<file path="config.mk">
export PLATFORM = sky130hd
export DESIGN_NAME = slt_unit
export DESIGN_NICKNAME = d
export VERILOG_FILES = /design/src/rtl/slt_pkg.sv /design/src/rtl/slt_operand_sel.sv /design/src/rtl/slt_comparator.sv /design/src/rtl/slt_out_reg.sv /design/src/rtl/slt_unit.sv
export SDC_FILE = /design/constraint.sdc
export NUM_CORES = 1
export LEC_CHECK = 0
export ABC_AREA = 1
export BUFFER_PORTS_ARGS = -buffer_cell sky130_fd_sc_hd__buf_2
export CELL_PAD_IN_SITES_DETAIL_PLACEMENT = 0
export CELL_PAD_IN_SITES_GLOBAL_PLACEMENT = 2
export CORE_MARGIN = 1.5
export CORE_UTILIZATION = 18
export CTS_BUF_LIST = sky130_fd_sc_hd__clkbuf_8 sky130_fd_sc_hd__clkbuf_16
export DETAILED_ROUTE_END_ITERATION = 8
export PLACE_DENSITY_LB_ADDON = 0.1
export SETUP_SLACK_MARGIN = 0.4
export SYNTH_ARGS = -nofsm -noshare
export SYNTH_HDL_FRONTEND = slang
export SYNTH_SLANG_ARGS = --single-unit
</file>
<file path="constraint.sdc">
create_clock -name clk -period 2.6 [get_ports clk]
set_clock_uncertainty 0.1 [all_clocks]
set_input_delay 0 -clock clk [delete_from_list [all_inputs] [get_ports clk]]
set_output_delay 0 -clock clk [all_outputs]
set_load 0.005 [all_outputs]
</file>
<file path="src/rtl/slt_pkg.sv">
package slt_pkg;
  typedef enum logic {
    FORM_REG = 1'b0,
    FORM_IMM = 1'b1
  } slt_form_e;

  typedef enum logic {
    ORDER_SIGNED   = 1'b0,
    ORDER_UNSIGNED = 1'b1
  } slt_order_e;

  localparam int CMP_BUILTIN = 0;
  localparam int CMP_BORROW  = 1;
endpackage

</file>
<file path="src/rtl/slt_operand_sel.sv">
module slt_operand_sel #(
  parameter int DATA_W  = 32,
  parameter int INSTR_W = 32,
  parameter int IMM_W   = 16,
  parameter int IDX_W   = 5,
  parameter int RD_LSB  = 11,
  parameter int RT_LSB  = 16
) (
  input  logic [INSTR_W-1:0] instr,
  input  logic [DATA_W-1:0]  src_b,
  input  slt_pkg::slt_form_e form,
  output logic [DATA_W-1:0]  b_eff,
  output logic [IDX_W-1:0]   dest_idx
);
  localparam int EXT_W  = DATA_W - IMM_W;
  localparam int USED_W = RT_LSB + IDX_W;

  logic [IMM_W-1:0] imm_field;
  logic [DATA_W-1:0] imm_ext;
  logic [INSTR_W-USED_W-1:0] unused_instr_hi;

  assign imm_field       = instr[IMM_W-1:0];
  assign imm_ext         = {{EXT_W{imm_field[IMM_W-1]}}, imm_field};
  assign unused_instr_hi = instr[INSTR_W-1:USED_W];

  always_comb begin
    if (form == slt_pkg::FORM_IMM) begin
      b_eff    = imm_ext;
      dest_idx = instr[RT_LSB +: IDX_W];
    end else begin
      b_eff    = src_b;
      dest_idx = instr[RD_LSB +: IDX_W];
    end
  end
endmodule

</file>
<file path="src/rtl/slt_comparator.sv">
module slt_comparator #(
  parameter int DATA_W = 32,
  parameter int IMPL   = slt_pkg::CMP_BORROW
) (
  input  logic [DATA_W-1:0]   a,
  input  logic [DATA_W-1:0]   b,
  input  slt_pkg::slt_order_e order,
  output logic                lt
);
  logic flip;
  logic [DATA_W-1:0] a_biased;
  logic [DATA_W-1:0] b_biased;

  assign flip     = (order == slt_pkg::ORDER_SIGNED);
  assign a_biased = {a[DATA_W-1] ^ flip, a[DATA_W-2:0]};
  assign b_biased = {b[DATA_W-1] ^ flip, b[DATA_W-2:0]};

  generate
    if (IMPL == slt_pkg::CMP_BORROW) begin : g_borrow
      logic [DATA_W:0] diff;
      logic [DATA_W-1:0] unused_diff_low;
      assign diff            = {1'b0, a_biased} - {1'b0, b_biased};
      assign unused_diff_low = diff[DATA_W-1:0];
      assign lt              = diff[DATA_W];
    end else begin : g_builtin
      assign lt = (a_biased < b_biased);
    end
  endgenerate
endmodule

</file>
<file path="src/rtl/slt_out_reg.sv">
module slt_out_reg #(
  parameter int DATA_W = 32,
  parameter int IDX_W  = 5
) (
  input  logic              clk,
  input  logic              rst,
  input  logic              strobe,
  input  logic              lt,
  input  logic [IDX_W-1:0]  dest_idx,
  output logic              valid_q,
  output logic [DATA_W-1:0] result_q,
  output logic [IDX_W-1:0]  dest_q
);
  logic lt_q;

  always_ff @(posedge clk) begin
    if (rst) begin
      valid_q <= 1'b0;
      lt_q    <= 1'b0;
      dest_q  <= '0;
    end else begin
      valid_q <= strobe;
      if (strobe) begin
        lt_q   <= lt;
        dest_q <= dest_idx;
      end
    end
  end

  assign result_q = {{(DATA_W-1){1'b0}}, lt_q};
endmodule

</file>
<file path="src/rtl/slt_unit.sv">
module slt_unit #(
  parameter int DATA_W   = 32,
  parameter int INSTR_W  = 32,
  parameter int IMM_W    = 16,
  parameter int IDX_W    = 5,
  parameter int RD_LSB   = 11,
  parameter int RT_LSB   = 16,
  parameter int CMP_IMPL = slt_pkg::CMP_BORROW
) (
  input  logic               clk,
  input  logic               rst,
  input  logic               in_valid,
  input  logic [DATA_W-1:0]  src_a,
  input  logic [DATA_W-1:0]  src_b,
  input  logic [INSTR_W-1:0] instr,
  input  logic               use_imm,
  input  logic               is_unsigned,
  output logic               out_valid,
  output logic [DATA_W-1:0]  out_result,
  output logic [IDX_W-1:0]   out_dest
);
  slt_pkg::slt_form_e  form;
  slt_pkg::slt_order_e order;
  logic [DATA_W-1:0] b_eff;
  logic [IDX_W-1:0]  dest_idx;
  logic              lt;

  assign form  = use_imm ? slt_pkg::FORM_IMM : slt_pkg::FORM_REG;
  assign order = is_unsigned ? slt_pkg::ORDER_UNSIGNED : slt_pkg::ORDER_SIGNED;

  slt_operand_sel #(
    .DATA_W(DATA_W), .INSTR_W(INSTR_W), .IMM_W(IMM_W),
    .IDX_W(IDX_W), .RD_LSB(RD_LSB), .RT_LSB(RT_LSB)
  ) u_sel (
    .instr(instr), .src_b(src_b), .form(form),
    .b_eff(b_eff), .dest_idx(dest_idx)
  );

  slt_comparator #(.DATA_W(DATA_W), .IMPL(CMP_IMPL)) u_cmp (
    .a(src_a), .b(b_eff), .order(order), .lt(lt)
  );

  slt_out_reg #(.DATA_W(DATA_W), .IDX_W(IDX_W)) u_out (
    .clk(clk), .rst(rst), .strobe(in_valid), .lt(lt), .dest_idx(dest_idx),
    .valid_q(out_valid), .result_q(out_result), .dest_q(out_dest)
  );
endmodule

</file>
Word level (Yosys, flattened, before mapping). Index checks and enable logic that the tools add are counted.

Register bits after elaboration: 7. Bits of input ports: 101. Output and inout port bits: 38.

Add/sub/neg operators: 1. Mux-type cells: 4. Bitwise operators: 3.

Operators with widths (count): subtractor 32 x 32 -> 33 bit (1); two-way mux 32 bit (1); two-way mux 5 bit (1); two-way mux 1 bit (2); XOR 1 bit (2); inverter 1 bit (1).

Logic depth before layout (Yosys ltp).
Depth after elaboration: 4. Gate-level depth with buffers: 15. Mapped depth without buffers: 14.

Hierarchy. Synthesis repeated with hierarchy kept, for this count alone.

Cell total of the unflattened synthesis: 307. Area, all modules: 1749.2 sq um.

By module, submodules not included: slt_comparator (instances 1, cells an instance 131, area an instance 829.5 sq um, sequential area each 0.0 sq um); slt_out_reg (instances 1, cells an instance 74, area an instance 519.2 sq um, sequential area each 140.1 sq um); slt_operand_sel (instances 1, cells an instance 102, area an instance 400.4 sq um, sequential area each 0.0 sq um).

Worst setup path before layout. OpenSTA, ideal clock, no wires.

Path kind: input port to flip-flop. From: input use_imm. To: register u_out.lt_q. Library setup time: 0.070 ns. Arrival: 1.584 ns. Path slack: 0.846 ns. Cell stages on the path: 13. Path buffers: 2. Cell sequence: buf_2 -> buf_2 -> mux2i_1 -> ha_1 -> a21oi_1 -> nor2_1 -> a211oi_1 -> nand2_1 -> nand2_1 -> nand2_1 -> nand2_1 -> nand2_1 -> a21oi_1.

Longest elaborated chain between the ends: 4.

Ends and longest elaborated chain: start: declaration (line slt_unit.sv:16) `input logic use_imm,`; two-way mux 1 bit * (line slt_unit.sv:28) `assign form = use_imm ? slt_pkg::FORM_IMM : slt_pkg::FORM_REG;`; two-way mux 32 bit * (line slt_operand_sel.sv:27) `if (form == slt_pkg::FORM_IMM) begin`; XOR 1 bit (line slt_comparator.sv:16) `assign b_biased = {b[DATA_W-1] ^ flip, b[DATA_W-2:0]};`; subtractor 32 x 32 -> 33 bit * (line slt_comparator.sv:22) `assign diff = {1'b0, a_biased} - {1'b0, b_biased};`; end signal: assignment (line slt_out_reg.sv:24) `lt_q <= lt;`; end: declaration (line slt_out_reg.sv:14) `logic lt_q;`.

Mark *: on every way between the ends. The rest lies on a longest branch, timed or not. A chain may end at the register's enable or synchronous reset.

Worst setup path after layout.
From: input instr[15]. To: register u_out.lt_q.

Longest elaborated chain between the ends: 3.

Ends and longest elaborated chain: start: declaration (line slt_unit.sv:15) `input logic [INSTR_W-1:0] instr,`; two-way mux 32 bit * (line slt_operand_sel.sv:27); XOR 1 bit (line slt_comparator.sv:16); subtractor 32 x 32 -> 33 bit * (line slt_comparator.sv:22).

Marked as above.

==> key figures <==
Clock network
  • # clock sinks: 7
  • Clock slew at reported path FFs: 0.04 ns
  • Maximum root-to-sink buffer count: 2
  • Clock Latency Late Sink: 0.23 ns
  • Root buf cell: clkbuf_8
  • CTS tree: yes
  • TritonCTS Buffers: 3
  • H-tree depth: 1

Route
  • DR vias/cell: 3.957
  • Wire per inst: 10.61 um
  • 1st-iter DRT viols: 26
  • Drt drc: 0
  • Post-route ant nets: 0
  • Initial DRT Pass Iterations: 4
  • Via count: 1658
  • Wirelength, routed: 4.447 mm

Worst setup path
  • Cell family with most CP delay: compound AO/OA/AOI/OAI gates
  • Crit path required time: 2.67 ns
  • Max stage delay cell, worst path: ha_1
  • Reg-to-reg setup timing slack: 1.32 ns
  • Buf/Inv on CP: 5
  • WP data arrival: 1.87 ns
  • CP peak stage delay: 0.25 ns
  • Worst reg2reg path startpoint: u_out.dest_q[3]
  • R2R cell count: 3
  • Crit-path cells: dlymetal6s4s_1, buf_2, nand2_2, clkinv_4, buf_8, a21oi_2, ha_1, nand2_1, inv_1, o21ai_1, a21oi_1, o21ba_1, nor3_1, nand2_1, a21oi_2
  • WS Path Type: primary input to register
  • Worst reg2reg path endpoint: u_out.dest_q[3]
  • Crit. End Element: register
  • Startpoint type of the worst setup path: primary input
  • CP max FO: 8

Min path
  • HP Start: in_valid
  • Hold/Removal Path Class: primary input to register
  • WHS Endpoint: u_out.valid_q
  • Cell count of the worst hold path: 3

Layout
  • Fin area: 2188 um^2
  • Antenna diodes: 0
  • Post-layout util: 0.2789
  • Filler Cell Count: 931
  • Nets: 450
  • Share of cells above drive strength 1: 0.3754
  • Area Growth Syn to Fin: 48.35%

Placement
  • RD Place Congestion: 0.6676
  • Post-DP HPWL: 3.801 mm
  • IO Port Bufs: 96
  • Cell Area, Placed: 1957 um^2

STA
  • Final period util: 0.6953
  • Fin Setup TNS: 0 ns
  • Unrepaired setup endpoints after global routing: no
  • Max Fclk: 553.2 MHz
  • Pins Over Slew Limit: 0
  • Final Hold Viols: 0
  • Min cycle time layout: 1.808 ns
  • Count of final setup violators: 0

Global routing
  • Antenna violations before repair: 0
  • Grt total ovfl: 0
  • Largest net degree at the start of global routing: 20
  • Vias in the first global route: 1515
  • Tot GR Track Use: 0.09978
  • First-pass GRT wire length: 6.879 mm

Synth
  • Ys async rst share: 0
  • Most common cell in the synthesized netlist: a21oi_1
  • Area share of the largest cell type after synthesis: 0.2629
  • Largest area contributor in the netlist: ha_1
  • Seq/Total Area, Yosys: 0.09500
  • Netlist cell types: 22
  • Post-synth EDFFs: 0
  • Syn Inst Count: 207
  • Syn_area_per_cell: 7.126 um^2
  • Flops & latches, synth: 7
  • Ranking of synthesized cells by area: ha_1, buf_4, a21oi_1
  • Top cells by count, synth: a21oi_1, nand2_1, buf_4
  • YS warnings: 0
  • Netlist Area Pre-Place: 1475 um^2
  • Commonest register cell after synthesis: dfxtp_1

Die
  • FP Rows: 32
  • Core Footprint: 7848 um^2
  • Ports: 139
  • Die width: 93.53 um
  • Area of the die: 8748 um^2
  • Starting density of the core: 0.1880
  • Die height: 93.53 um

Outcome
  • Status: completed

Pwr
  • Pwr per Cell Area: 267.6 nW/um^2
  • Tot Pwr: 0.5856 mW
  • Leakage: 1.249 nW
  • Max IR drop VDD: 119.0 uV

Run
  • Max-Cap Viols: 0
## how the worst max path moves through the flow
| stage | from | to | slack [ns] | depth (start not counted) |
|---|---|---|---|---|
| floorplan | use_imm | u_out.lt_q | 0.85 | 13 |
| global placement | use_imm | u_out.lt_q | 0.60 | 13 |
| detailed placement | use_imm | u_out.lt_q | 0.60 | 12 |
| CTS | instr[15] | u_out.lt_q | 0.43 | 15 |
| global route | use_imm | u_out.lt_q | 0.63 | 13 |
| finish | instr[15] | u_out.lt_q | 0.79 | 15 |
## final cells by class
| class | instances | area (um^2) | area share |
|---|---|---|---|
| flip-flops and latches | 7 | 140.1 | 0.06404 |
| clock buffers | 3 | 41.29 | 0.01887 |
| clock inverters | 1 | 3.754 | 0.001715 |
| inverters | 14 | 57.56 | 0.02630 |
| multi-input cells | 179 | 1172 | 0.5357 |
| well taps | 102 | 127.6 | 0.05832 |
| repair buffers | 113 | 645.6 | 0.2950 |
## per-stage QoR
stage / std cells / hold WS (ns) / worst slack (ns)
after floorplan: 237 / -0.03093 / 0.8460
after global placement: 401 / 0.1039 / 0.6029
after detailed placement: 401 / 0.09659 / 0.5960
after CTS: 416 / 0.09142 / 0.4295
after global routing: 419 / 0.1474 / 0.6280
final: 419 / 0.08105 / 0.7923
## power by group
part	switching [mW]	leakage, nW	internal, mW
clock	0.0522	0.0269	0.102
sequential	0.00384	0.0581	0.116
combinational	0.155	1.16	0.156
total	0.211	1.25	0.375
## what timing repair did
| item | CTS | global route |
|---|---|---|
| resized for setup | 0 | 18 |
| buffers inserted | 0 | 3 |
| setup endpoints to repair | 0 | 1 |
| hold buffers | 11 | 0 |
| endpoints found under the hold margin | 7 | 0 |
## kinds of logic (layout without fill, tap and decap cells)
group,Yosys count,in the layout,synth area share
compound gates,56,56,0.1968
xor+xnor,2,2,0.01188
fa+ha+maj,31,31,0.2629
buf+inv,51,131,0.2129
flops,7,7,0.09499
mux,14,14,0.09499
other cells,1,31,0.002542
simple gates,45,45,0.1230
## flip-flops by register name, indices dropped and copies added, names as in the netlist
register,cells
u_out.dest_q,5
u_out.lt_q,1
u_out.valid_q,1
## placed cells by master, fill, tap and decap left out, types with 2 or more instances in the layout
master         netlist  routed
o21ai_1              2       3
mux2i_1             14      14
o21ai_0              8       7
clkbuf_8             0       3
buf_2                2      96
dfxtp_1              7       7
inv_1               10      11
ha_1                31      31
nor3_1               3       3
nor2_1               4       3
buf_4               32       5
dlygate4sd3_1        0      10
a21oi_1             43      34
nand4_1              2       2
inv_2                2       2
a21oi_2              0       9
nand2_1             33      32
conb_1               1      31
xnor2_1              2       2
nand3_1              3       3
## worst reg2reg max path: cells and delay by family (launching register included)
kind	cells	cell delay [ns]
flip-flops	1	0.30
buffers and inverters	1	0.55
AO/OA/AOI/OAI	2	0.22
## layer usage
metal,track usage,vias to the layer above,part of all wire
met3,0.01220,4,0.071
li1,-,872,-
met4,0.02612,0,0.0067
met5,0,-,0
met1,0.1361,713,0.46
met2,0.1649,69,0.46
No activity file was read; power rests on OpenSTA's default activity.
